--- src/rtl/odr_pkg.sv ---
package odr_pkg;

  typedef enum logic [1:0] {
    ST_IDLE    = 2'd0,
    ST_A2B     = 2'd1,
    ST_B2A     = 2'd2,
    ST_RECOVER = 2'd3
  } odr_state_e;

  // Recovery ends on the cycle whose count is the last of the window.
  function automatic logic window_last(input int unsigned cnt, input int unsigned len);
    return (cnt + 1) >= len;
  endfunction

endpackage

--- src/rtl/odr_sync.sv ---
module odr_sync #(
  parameter int STAGES = 2
) (
  input  logic clk_i,
  input  logic rst_ni,
  input  logic d_i,
  output logic q_o
);
  logic [STAGES-1:0] chain_q;

  // Resets to the idle (high) bus level.
  always_ff @(posedge clk_i or negedge rst_ni) begin
    if (!rst_ni) chain_q <= '1;
    else         chain_q <= {chain_q[STAGES-2:0], d_i};
  end

  assign q_o = chain_q[STAGES-1];
endmodule

--- src/rtl/odr_dir_fsm.sv ---
module odr_dir_fsm
  import odr_pkg::*;
#(
  parameter int SYNC_STAGES  = 2,
  parameter int GUARD_CYCLES = 1
) (
  input  logic clk_i,
  input  logic rst_ni,
  input  logic a_low_i,
  input  logic b_low_i,
  output logic pull_a_o,
  output logic pull_b_o
);
  localparam int HOLD = SYNC_STAGES + GUARD_CYCLES;
  localparam int CW   = $clog2(HOLD + 1);

  odr_state_e       state_q, state_d;
  logic [CW-1:0]    rec_cnt_q;

  // Named events for the assertions.
  logic start_ab, start_ba, release_evt, rec_done;

  assign start_ab    = (state_q == ST_IDLE) && a_low_i;
  assign start_ba    = (state_q == ST_IDLE) && !a_low_i && b_low_i;
  assign release_evt = ((state_q == ST_A2B) && !a_low_i) ||
                       ((state_q == ST_B2A) && !b_low_i);
  assign rec_done    = (state_q == ST_RECOVER) &&
                       window_last(int'(rec_cnt_q), HOLD);

  always_comb begin
    state_d = state_q;
    unique case (state_q)
      ST_IDLE: begin
        if (start_ab)      state_d = ST_A2B;
        else if (start_ba) state_d = ST_B2A;
      end
      ST_A2B, ST_B2A: if (release_evt) state_d = ST_RECOVER;
      ST_RECOVER:     if (rec_done)    state_d = ST_IDLE;
      default:        state_d = ST_IDLE;
    endcase
  end

  always_ff @(posedge clk_i or negedge rst_ni) begin
    if (!rst_ni) begin
      state_q   <= ST_IDLE;
      rec_cnt_q <= '0;
    end else begin
      state_q <= state_d;
      if (state_q != ST_RECOVER) rec_cnt_q <= '0;
      else if (!rec_done)        rec_cnt_q <= rec_cnt_q + 1'b1;
    end
  end

  assign pull_b_o = (state_q == ST_A2B);
  assign pull_a_o = (state_q == ST_B2A);

  p_excl_pull_r8: assert property (@(posedge clk_i) disable iff (!rst_ni)
    !(pull_a_o && pull_b_o));
  p_start_a_r2: assert property (@(posedge clk_i) disable iff (!rst_ni)
    (state_q == ST_IDLE && a_low_i) |=> pull_b_o);
  p_start_b_r3: assert property (@(posedge clk_i) disable iff (!rst_ni)
    (state_q == ST_IDLE && !a_low_i && b_low_i) |=> pull_a_o);
  p_hold_r4: assert property (@(posedge clk_i) disable iff (!rst_ni)
    (pull_b_o && a_low_i) |=> pull_b_o);
  p_no_reverse_r5: assert property (@(posedge clk_i) disable iff (!rst_ni)
    pull_b_o |=> !pull_a_o);
  p_prio_r6: assert property (@(posedge clk_i) disable iff (!rst_ni)
    (state_q == ST_IDLE && a_low_i && b_low_i) |=> (pull_b_o && !pull_a_o));
  p_recover_r7: assert property (@(posedge clk_i) disable iff (!rst_ni)
    (state_q == ST_RECOVER && !rec_done) |=> (!pull_a_o && !pull_b_o));
endmodule

--- src/rtl/odr_link.sv ---
module odr_link #(
  parameter int SYNC_STAGES  = 2,
  parameter int GUARD_CYCLES = 1
) (
  input  logic clk,
  input  logic rst_n,
  input  logic line_a_i,
  input  logic line_b_i,
  output logic pull_a_o,
  output logic pull_b_o
);
  localparam int SIDES = 2;

  logic [SIDES-1:0] raw_lvl, sync_lvl;

  assign raw_lvl = {line_b_i, line_a_i};

  for (genvar s = 0; s < SIDES; s++) begin : g_side
    odr_sync #(.STAGES(SYNC_STAGES)) u_sync (
      .clk_i (clk),
      .rst_ni(rst_n),
      .d_i   (raw_lvl[s]),
      .q_o   (sync_lvl[s])
    );
  end

  odr_dir_fsm #(
    .SYNC_STAGES (SYNC_STAGES),
    .GUARD_CYCLES(GUARD_CYCLES)
  ) u_fsm (
    .clk_i   (clk),
    .rst_ni  (rst_n),
    .a_low_i (~sync_lvl[0]),
    .b_low_i (~sync_lvl[1]),
    .pull_a_o(pull_a_o),
    .pull_b_o(pull_b_o)
  );
endmodule

--- config.mk ---
export PLATFORM = sky130hd
export DESIGN_NAME = odr_link
export DESIGN_NICKNAME = d
export VERILOG_FILES = /design/src/rtl/odr_pkg.sv /design/src/rtl/odr_sync.sv /design/src/rtl/odr_dir_fsm.sv /design/src/rtl/odr_link.sv
export SDC_FILE = /design/constraint.sdc
export NUM_CORES = 1
export LEC_CHECK = 0
export ABC_AREA = 0
export BUFFER_PORTS_ARGS = -buffer_cell sky130_fd_sc_hd__buf_2
export CAP_MARGIN = 20
export CORE_AREA = 10 10 47 49
export DETAILED_ROUTE_END_ITERATION = 8
export DIE_AREA = 0 0 57 59
export PLACE_DENSITY = 0.5
export REMOVE_ABC_BUFFERS = 1
export SYNTH_ARGS = -nofsm -noshare
export SYNTH_HDL_FRONTEND = slang
export SYNTH_SLANG_ARGS = --single-unit
--- constraint.sdc ---
create_clock -name clk -period 2.9 [get_ports clk]
set_input_delay 0.58 -clock clk [delete_from_list [all_inputs] [get_ports clk]]
set_output_delay 0.58 -clock clk [all_outputs]
set_load 0.01 [all_outputs]
[Word-level counts from Yosys, hierarchy flattened]
Cells that the tools add are included.
Storage, ports and cells
  register bits after elaboration: 8
  output and inout bits: 2
  logic and storage cells: 34
Operators by class
  add/sub/neg operators: 2
  $lt $le $gt $ge: 1
  equality and inequality tests: 8
  multiplexer cells: 7
  bitwise logic cells: 2
  reduce and logical (&&, ||, !) cells: 10
Operators by type and width (count)
  $ge 32x2->1 const B: 1
  $mux 2: 6
  $logic_and 1x1->1: 6
  $pmux 2 s3: 1
  $eq 2x2->1 const B: 2
  $ne 2x1->1 const B: 2
  $ne 2x2->1 const B: 2
  $add 2x1->3 const B: 1
  $ne 3x1->1 const B: 1
  $reduce_and 3->1: 1
  $add 2x1->2 const B: 1
  $eq 2x1->1 const B: 1
  $logic_not 2->1: 1
  $not 1->1: 2
  $reduce_or 2->1: 1
  $logic_or 1x1->1: 1

[Depth between registers and ports, before layout]
Gate-level depths: netlist of run 1.
  depth in word-level cells: 6
  mapped depth: 5
  mapped depth without buffers: 5

[Modules after synthesis]
A second synthesis of run 1 with hierarchy kept.
Unflattened totals
  cell total of the unflattened synthesis: 38
  area total of the unflattened synthesis: 431.7 sq um
By module, submodules not included
  odr_dir_fsm: times used 1, cells an instance 32, area each 319.1 sq um, sequential area each 100.1 sq um
  odr_sync: times used 2, cells an instance 2, area each 52.6 sq um, sequential area each 52.6 sq um
  odr_link: times used 1, cells an instance 2, area each 7.5 sq um, sequential area each 0.0 sq um

[Worst setup path before layout of run 1]
OpenSTA, ideal clock, no wires.
  kind: flip-flop to flip-flop
  start point: reg u_fsm.state_q[1]
  end point: reg u_fsm.state_q[0]
  library setup time: 0.128 ns
  arrival: 1.416 ns
  data required time: 2.772 ns
  setup slack: 1.357 ns
  cell stages (with the launch flop): 6
  path buffers: 0
  period minus slack after synthesis: 1.543 ns
  path through: dfrtp_1 -> inv_1 -> ha_1 -> a22oi_1 -> a221oi_2 -> mux2_1
On the way
  cells in the longest elaborated chain, start to end: 5
  elaborated cells between the ends (all ways): 18
Ends and longest elaborated chain
  start: declaration: line odr_dir_fsm.sv:17  | odr_state_e state_q, state_d;
  start signal: assignment: line odr_dir_fsm.sv:48  | state_q <= state_d;
  $eq 2x1->1 (*)
  named net pull_b_o: line odr_link.sv:10  | output logic pull_b_o
  $logic_and 1x1->1: line odr_dir_fsm.sv:25  | assign release_evt = ((state_q == ST_A2B) && !a_low_i) ||
  $logic_or 1x1->1: line odr_dir_fsm.sv:25
  $ne 2x1->1 (no line)
  $reduce_and 3->1 (no line)
Mark *: on every way through the listed nets, which the timed path passes. The rest lies on a longest branch.
A chain may end at the register's enable or synchronous reset.

[Worst setup path after layout of run 1]
  start point: reg u_fsm.state_q[1]
  end point: out pull_b_o
On the way
  cells in the longest elaborated chain, start to end: 1
Ends and longest elaborated chain
  $eq 2x1->1: line odr_dir_fsm.sv:54  | assign pull_b_o = (state_q == ST_A2B);
  end: declaration: line odr_link.sv:10
No other way between the ends.

==> impl_metrics.ini, run 1 <==
[timing]
worst_slew_pin_slew_ns = 0.266
clock-skew-final_ns = 0.00565
period_minus_slack_ns = 1.67
final.period_utilization = 0.576
setup_tns_ns = 0
finalHoldViolCount = 0
setup_violations = 0
slew_violations = 0
rsz0062_at_grt = no
finalWorstSetupSlack_ns = 1.23
fmax_mhz = 599
worst_rel_slew_slack = 0.823

[route]
m1_wire_length_microns = 272
route.detailed.vias_per_inst = 4.52
topRoutingLayerUsed = met4
dr.first_iter.drc_count = 1
detail_route.first_pass.iterations = 2
wl_microns = 642
detail_routed_net_length_per_standard_cell_microns = 11.1
route.detailed.drc = 0
detail-route-antenna-nets = 0
wl_met3_microns = 26
route.met2.wl_microns = 300
detailroute.via_count = 262

[setup_path]
critPathCaptureType = output pin
cp_max_fo = 4
cp-start-kind = flop
worst_ep_required_time_ns = 2.32
critPathArrivalTime_ns = 1.09
critPathKind = flop to output pin

[finish]
mostFrequentLayoutCell = ha_1
mostFrequentLayoutCells = ha_1, buf_2, inv_1, dfstp_2, dfrtp_1
final_layout_size_suffix_gt1_frac = 0.310
design_area_final_sq_um = 484
flow.area_growth_from_synthesis_pct = 17.3
final_nets = 54
antennaDiodeCount = 0
final_util = 0.346
final_cells = 58
filler_cell_count = 148

[logic_synthesis]
synth.top_cells.by_area = dfstp_2, dfrtp_1, ha_1, o21ai_0, a221oi_2
yosysWarningCount = 0
synth-seq-area-share = 0.497
synth_top_area_share = 0.255
synth_area_leader_cell = dfstp_2
ys_ff_latch = 8
synthDistinctLibCells = 16
syn-instance-count = 33
syn-cell-area_sq_um = 413
synthesis.area_per_instance_sq_um = 12.5

[clock_network]
hold_buffers = 0
cts-buffers-inserted = 3
clk_path_buf_depth = 2
clkSlewWorstSetupHoldPaths_ns = 0.05
post_cts_setup_buffer_count = 0
cts_max_level = 1
clk-insertion-delay-late_ns = 0.25
clk_root_buffer_cell = clkbuf_4
cts.repair.resized = 0
cts_tree = done
clock_sinks = 8

[flow_run]
timing.max_cap.violations = 0

[power]
ir_worst_vdd_v = 0.000348
power_leakage_uw = 0.000238
power-per-cell-area_nw_per_um2 = 972

[global_routing]
global_route_wire_length_before_repair_microns = 1010
antenna_found_initial = 0
total_congestion_overflow_after_global_routing = 0
grt_max_degree = 9
first_global_vias = 271
groute.usage.overall = 0.0391

[hold_path]
hp-class = input pin to asynchronous set/reset pin

[floorplan]
die_h_microns = 59
design.portCount = 6
row_count = 14
die_boundary_width_microns = 57
fp.coreArea_sq_um = 1400
start_util = 0.295
dieArea_sq_um = 3360

[placement]
port-buffer-count = 5
dp_hpwl_microns = 541
gp_congestion = 0.835
placed_area_sq_um = 458
post-place-cells = 54
place_worst_setup_slack_ns = 1.29

[run_status]
run_status = completed
-- per-stage QoR --
step | total power, uW | hold WS, ns
3_5_place_dp | 390 | 0.350
4_1_cts | 481 | 0.152
2_1_floorplan | 338 | 0.284
6_report | 471 | 0.158
3_3_place_gp | 374 | 0.350
5_1_grt | 519 | 0.144
-- where the power goes --
| group | switching, uW | internal (uW) |
|---|---|---|
| logic | 114 | 109 |
| registers | 19.9 | 142 |
| clock network | 33.5 | 52.3 |
-- cells by family (layout without fill, tap and decap cells) --
logic type | count (synthesis) | count (layout) | share of synthesized area
DFF | 8 | 8 | 0.497
AOI/OAI and AO/OA | 6 | 6 | 0.109
adders and majority gates | 7 | 7 | 0.212
xor gates and xnor gates | 1 | 1 | 0.0212
buffers and inverters | 4 | 13 | 0.0364
muxes | 2 | 2 | 0.0515
and+or+nand+nor | 5 | 5 | 0.0728
-- routing by layer --
metal / up-vias / track usage
met5: - / 0
met4: 0 / 0.0503
met3: 4 / 0.0193
met2: 9 / 0.0543
met1: 120 / 0.0373
li1: 129 / -
-- synthesized netlist by cell type --
cell	number
a21boi_1	1
mux2_1	1
and3_1	1
a22oi_1	1
xnor2_1	1
inv_1	4
o21ai_0	3
nand3b_1	1
mux2i_1	1
ha_1	7
nor2_1	1
a221oi_2	1
or3_1	1
dfstp_2	4
and2_1	1
dfrtp_1	4
-- final timing paths --
check	from	endpoint	cells after the start	slack [ns]
min reg2reg	g_side[0].u_sync.chain_q[0]	g_side[0].u_sync.chain_q[1]	0	0.36
max	u_fsm.state_q[1]	pull_b_o	3	1.23
min in group clk	g_side[0].u_sync.chain_q[0]	g_side[0].u_sync.chain_q[1]	0	0.36
max in group asynchronous	rst_n	g_side[1].u_sync.chain_q[1]	1	2.50
max reg2reg	u_fsm.state_q[0]	u_fsm.state_q[0]	4	1.31
min	rst_n	u_fsm.state_q[0]	1	0.16
-- layout make-up --
cell class,count,area (sq um),area share
multi-input cells,21,193,0.398
inverters,4,15.0,0.0310
clock buffers,4,26.3,0.0543
well taps,16,20.0,0.0413
repair buffers,5,25.0,0.0517
flip-flops and latches,8,205,0.424
-- registers in the layout, summed over array words and instances, names as in the netlist --
name	flops
g_side.u_sync.chain_q	4
u_fsm.rec_cnt_q	2
u_fsm.state_q	2
-- critical path, cell delays in order, from the launching register on --
cell and delay (ns):
dfrtp_1 0.40, inv_1 0.13, ha_1 0.18, buf_2 0.13
No activity file was read; power rests on OpenSTA's default activity.
==> inputs of run 2 (changes only) <==
==> constraint.sdc (replaced) <==
create_clock -name clk -period 1.6 [get_ports clk]
set_input_delay 0.32 -clock clk [delete_from_list [all_inputs] [get_ports clk]]
set_output_delay 0.32 -clock clk [all_outputs]
set_load 0.01 [all_outputs]
==> impl_metrics.ini, run 2 (synthesis gave the netlist of run 1 again) <==
[flow_run]
timing.max_cap.violations = 0

[route]
detail-route-antenna-nets = 0
route.detailed.vias_per_inst = 4.58
dr.first_iter.drc_count = 7
detail_routed_net_length_per_standard_cell_microns = 12.9
detail_route.first_pass.iterations = 4
detailroute.via_count = 284
wl_microns = 798
route.detailed.drc = 0

[floorplan]
design.portCount = 6
row_count = 14
die_boundary_width_microns = 57
fp.coreArea_sq_um = 1400
dieArea_sq_um = 3360
start_util = 0.295
die_h_microns = 59

[global_routing]
global_route_wire_length_before_repair_microns = 1230
groute.usage.overall = 0.0460
grt_max_degree = 9
total_congestion_overflow_after_global_routing = 0
first_global_vias = 307
antenna_found_initial = 0

[power]
internal_power_uw = 647
power_leakage_uw = 0.000256
p_sw_uw = 353
comb_power_share = 0.548
total_power_uw = 1000
clock_power_share = 0.162
ir_worst_vdd_v = 0.000792
power-per-cell-area_nw_per_um2 = 1890
seq_power_share = 0.291
p_sw_frac = 0.353

[finish]
mostFrequentLayoutCells = ha_1, buf_2, dfstp_2, dfrtp_1
final_util = 0.377
number_of_flip_flops_under_the_largest_register_name = 4
largest_register = g_side.u_sync.chain_q
final_layout_size_suffix_gt1_frac = 0.435
largestRegisters = g_side.u_sync.chain_q (4), u_fsm.rec_cnt_q (2), u_fsm.state_q (2)
mostFrequentLayoutCell = ha_1
design_area_final_sq_um = 528
final_nets = 58
antennaDiodeCount = 0
flow.area_growth_from_synthesis_pct = 27.9

[setup_path]
critPathArrivalTime_ns = 1.71
cp-start-kind = flop
critPathKind = flop to flop
critPathCaptureType = flop
worst_ep_required_time_ns = 1.74
cp_max_fo = 4

[run_status]
run_status = completed

[placement]
gp_congestion = 0.775
port-buffer-count = 5
place_worst_setup_slack_ns = -0.0498
placed_area_sq_um = 458
dp_hpwl_microns = 628

[timing]
slew_violations = 0
worst_rel_slew_slack = 0.802
finalHoldViolCount = 0
final.period_utilization = 0.979
rsz0062_at_grt = yes
finalWorstSetupSlack_ns = 0.0333
worst_slew_pin_slew_ns = 0.297
setup_violations = 0
clock-skew-final_ns = 0.0125
fmax_mhz = 638
period_minus_slack_ns = 1.57

[clock_network]
cts_max_level = 1
clk_path_buf_depth = 2
clock_sinks = 8
clk_root_buffer_cell = clkbuf_4
cts-buffers-inserted = 3
clk-insertion-delay-late_ns = 0.25
cts_tree = done
clkSlewWorstSetupHoldPaths_ns = 0.06

[hold_path]
hp-class = input pin to flop
-- run 2: cell types whose count changed in the layout (fill, tap and decap cells not counted) --
cell,previous run,this run
ha_1,7,6
and3_4,0,1
mux2_1,1,0
ha_2,0,1
mux2_4,0,1
and3_1,1,0
dlygate4sd3_1,0,1
inv_2,0,1
inv_1,4,3
buf_4,0,3
-- run 2: per-stage QoR --
stage | cells | hold slack, ns | setup TNS [ns]
floorplan | 33 | 0.0244 | 0
detailed placement | 54 | 0.167 | -0.0498
global placement | 54 | 0.160 | 0
CTS | 61 | 0.147 | 0
finish | 62 | 0.158 | 0
global route | 62 | 0.150 | -0.0224
-- run 2: what timing repair did --
item / CTS / global route
hold endpoints to repair: 4 / 0
setup buffers: 2 / 1
gates resized for setup: 1 / 3
endpoints found under the setup margin: 1 / 2
hold buffers: 1 / 0
pin swaps: 1 / 1
-- run 2: metal layers --
| layer | part of all wire | global-route usage | vias up |
|---|---|---|---|
| met5 | 0 | 0 | - |
| met1 | 0.40 | 0.0421 | 139 |
| met4 | 0.018 | 0.0403 | 0 |
| li1 | - | - | 137 |
| met3 | 0.025 | 0.0129 | 2 |
| met2 | 0.55 | 0.0822 | 6 |
-- run 2: final cells by class --
cell class | instances | area, sq um
multi-input combinational | 21 | 204
timing repair buffer | 9 | 57.6
tap | 16 | 20.0
inverter | 4 | 15.0
clock buffer | 4 | 26.3
fill | 146 | 873
sequential | 8 | 205
-- run 2: worst max-delay path, stage by stage, from the launching register on --
cell and delay [ns]:
dfrtp_1 0.39, inv_2 0.07, ha_1 0.32, a221oi_2 0.33, mux2_4 0.33
-- run 2: worst paths after layout --
path                                             start  slack (ns)                     endpoint  cells after the start
setup / recovery                      u_fsm.state_q[1]        0.03             u_fsm.state_q[0]                      4
hold / removal                                line_b_i        0.16  g_side[1].u_sync.chain_q[0]                      1
setup reg to reg                      u_fsm.state_q[1]        0.03             u_fsm.state_q[0]                      4
hold reg to reg            g_side[0].u_sync.chain_q[0]        0.36  g_side[0].u_sync.chain_q[1]                      0
max in group asynchronous                        rst_n        0.92  g_side[1].u_sync.chain_q[1]                      2
min in group asynchronous                        rst_n        0.42           u_fsm.rec_cnt_q[1]                      2
-- run 2: power groups by stage --
stage	logic [uW]	registers (uW)	clock network, uW
detailed placement	425	295	0
global route	603	293	184
finish	548	291	162
floorplan	325	287	0
global placement	380	292	0
CTS	489	290	173
==> inputs of run 3 (changes only) <==
--- a/config.mk
+++ b/config.mk
@@ -12,6 +12,7 @@
 export DETAILED_ROUTE_END_ITERATION = 8
 export DIE_AREA = 0 0 57 59
 export PLACE_DENSITY = 0.5
+export RECOVER_POWER = 100
 export REMOVE_ABC_BUFFERS = 1
 export SYNTH_ARGS = -nofsm -noshare
 export SYNTH_HDL_FRONTEND = slang
==> impl_metrics.ini, run 3 (synthesis gave the netlist of run 1 again) <==
[finish]
final_layout_size_suffix_gt1_frac = 0.391
largest_register = g_side.u_sync.chain_q
flow.area_growth_from_synthesis_pct = 27.3
final_nets = 58
largestRegisters = g_side.u_sync.chain_q (4), u_fsm.rec_cnt_q (2), u_fsm.state_q (2)
mostFrequentLayoutCells = ha_1, dfstp_2, dfrtp_1
antennaDiodeCount = 0
number_of_flip_flops_under_the_largest_register_name = 4
final_util = 0.375
mostFrequentLayoutCell = ha_1

[floorplan]
die_boundary_width_microns = 57
start_util = 0.295
die_h_microns = 59
fp.coreArea_sq_um = 1400
row_count = 14
design.portCount = 6
dieArea_sq_um = 3360

[clock_network]
clk_root_buffer_cell = clkbuf_4
clock_sinks = 8
clk-insertion-delay-late_ns = 0.25
cts_tree = done
cts-buffers-inserted = 3
cts_max_level = 1
clkSlewWorstSetupHoldPaths_ns = 0.06
clk_path_buf_depth = 2

[timing]
slew_violations = 0
finalHoldViolCount = 0
worst_rel_slew_slack = 0.713
finalWorstSetupSlack_ns = 0.0364
setup_violations = 0
worst_slew_pin_slew_ns = 0.431
finalHoldWorstSlack_ns = 0.158
clock-skew-final_ns = 0.0124
period_minus_slack_ns = 1.56
fmax_mhz = 640
rsz0062_at_grt = yes
final.period_utilization = 0.977

[global_routing]
total_congestion_overflow_after_global_routing = 0
grt_max_degree = 9
first_global_vias = 307
groute.usage.overall = 0.0460
antenna_found_initial = 0
global_route_wire_length_before_repair_microns = 1230

[power]
p_sw_uw = 352
ir_worst_vdd_v = 0.000792
total_power_uw = 994
internal_power_uw = 642
clock_power_share = 0.163
p_sw_frac = 0.354
comb_power_share = 0.545
seq_power_share = 0.292
power-per-cell-area_nw_per_um2 = 1890
power_leakage_uw = 0.000250

[setup_path]
worst_path_max_delay_cell = dfrtp_1
critPathKind = flop to flop
reg2reg_setup_slack_ns = 0.04
r2r_endpoint = u_fsm.state_q[0]
critPathArrivalTime_ns = 1.71
cp-start-kind = flop
cp_max_fo = 4
worst_ep_required_time_ns = 1.74
critPathCaptureType = flop
worstRegToRegCells = 4
crit_path_max_cell_delay_ns = 0.39
rr_startpoint = u_fsm.state_q[1]
cp_cell_sequence = inv_2, ha_1, a221oi_2, mux2_4

[route]
detail_routed_net_length_per_standard_cell_microns = 12.8
dr.first_iter.drc_count = 9
detail_route.first_pass.iterations = 4
route.detailed.vias_per_inst = 4.61
detailroute.via_count = 286
route.detailed.drc = 0
detail-route-antenna-nets = 0
wl_microns = 796

[run_status]
run_status = completed

[placement]
dp_hpwl_microns = 628
port-buffer-count = 5
place_worst_setup_slack_ns = -0.0498
gp_congestion = 0.775

[flow_run]
timing.max_cap.violations = 0

[hold_path]
holdPathStages = 1
hp-class = input pin to flop
whs_endpoint = g_side[1].u_sync.chain_q[0]
hold_path.startpoint = line_b_i
[run 3: cell types whose count changed in the layout (fill, tap and decap cells not counted), sizes merged]
cell    delta
clkbuf     +2
buf        -2
[run 3: per-stage QoR]
step	TNS, ns	instances	cell area [sq um]
floorplan	0	33	413
global placement	0	54	458
detailed placement	-0.0498	54	458
CTS	0	61	509
global route	-0.0227	62	526
finish	0	62	526
[run 3: power by group through the flow]
stage / Clock, uW / Combinational [uW] / Sequential [uW]
after global routing: 184 / 599 / 293
after global placement: 0 / 380 / 292
after detailed placement: 0 / 425 / 295
after floorplan: 0 / 325 / 287
after CTS: 173 / 489 / 290
final: 162 / 542 / 291
[run 3: worst max path at each step]
stage	slack, ns	from	end	depth (start not counted)
floorplan	0.06	u_fsm.state_q[1]	u_fsm.state_q[0]	5
global placement	0.05	u_fsm.state_q[0]	u_fsm.state_q[0]	4
detailed placement	-0.05	u_fsm.state_q[0]	u_fsm.state_q[0]	4
CTS	0.03	u_fsm.state_q[1]	u_fsm.state_q[0]	5
global route	-0.01	u_fsm.state_q[0]	u_fsm.state_q[1]	6
finish	0.04	u_fsm.state_q[1]	u_fsm.state_q[0]	4
[run 3: worst max-delay path, delay by kind of cell, from the launching register on]
family	cells	cell delay, ns
flip-flops	1	0.39
multiplexers	1	0.33
adder cells (fa/ha/maj)	1	0.32
AO/OA/AOI/OAI	1	0.33
buffers and inverters	1	0.07
[run 3: layout make-up]
type / count / area, sq um
fill: 148 / 876
sequential: 8 / 205
multi-input combinational: 21 / 204
timing repair buffer: 9 / 55.1
clock buffer: 4 / 26.3
tap: 16 / 20.0
inverter: 4 / 15.0
[run 3: repair_timing]
item / in CTS / in global routing
setup endpoints to repair: 1 / 2
hold buffers: 1 / 0
pin swaps: 1 / 1
hold endpoints to repair: 4 / 0
resized for setup: 1 / 3
buffers inserted: 2 / 1
[run 3: routing by layer]
| layer | global-route usage | share of wire |
|---|---|---|
| met1 | 0.0421 | 0.40 |
| met4 | 0.0403 | 0.018 |
| met5 | 0 | 0 |
| met3 | 0.0129 | 0.025 |
| met2 | 0.0822 | 0.55 |
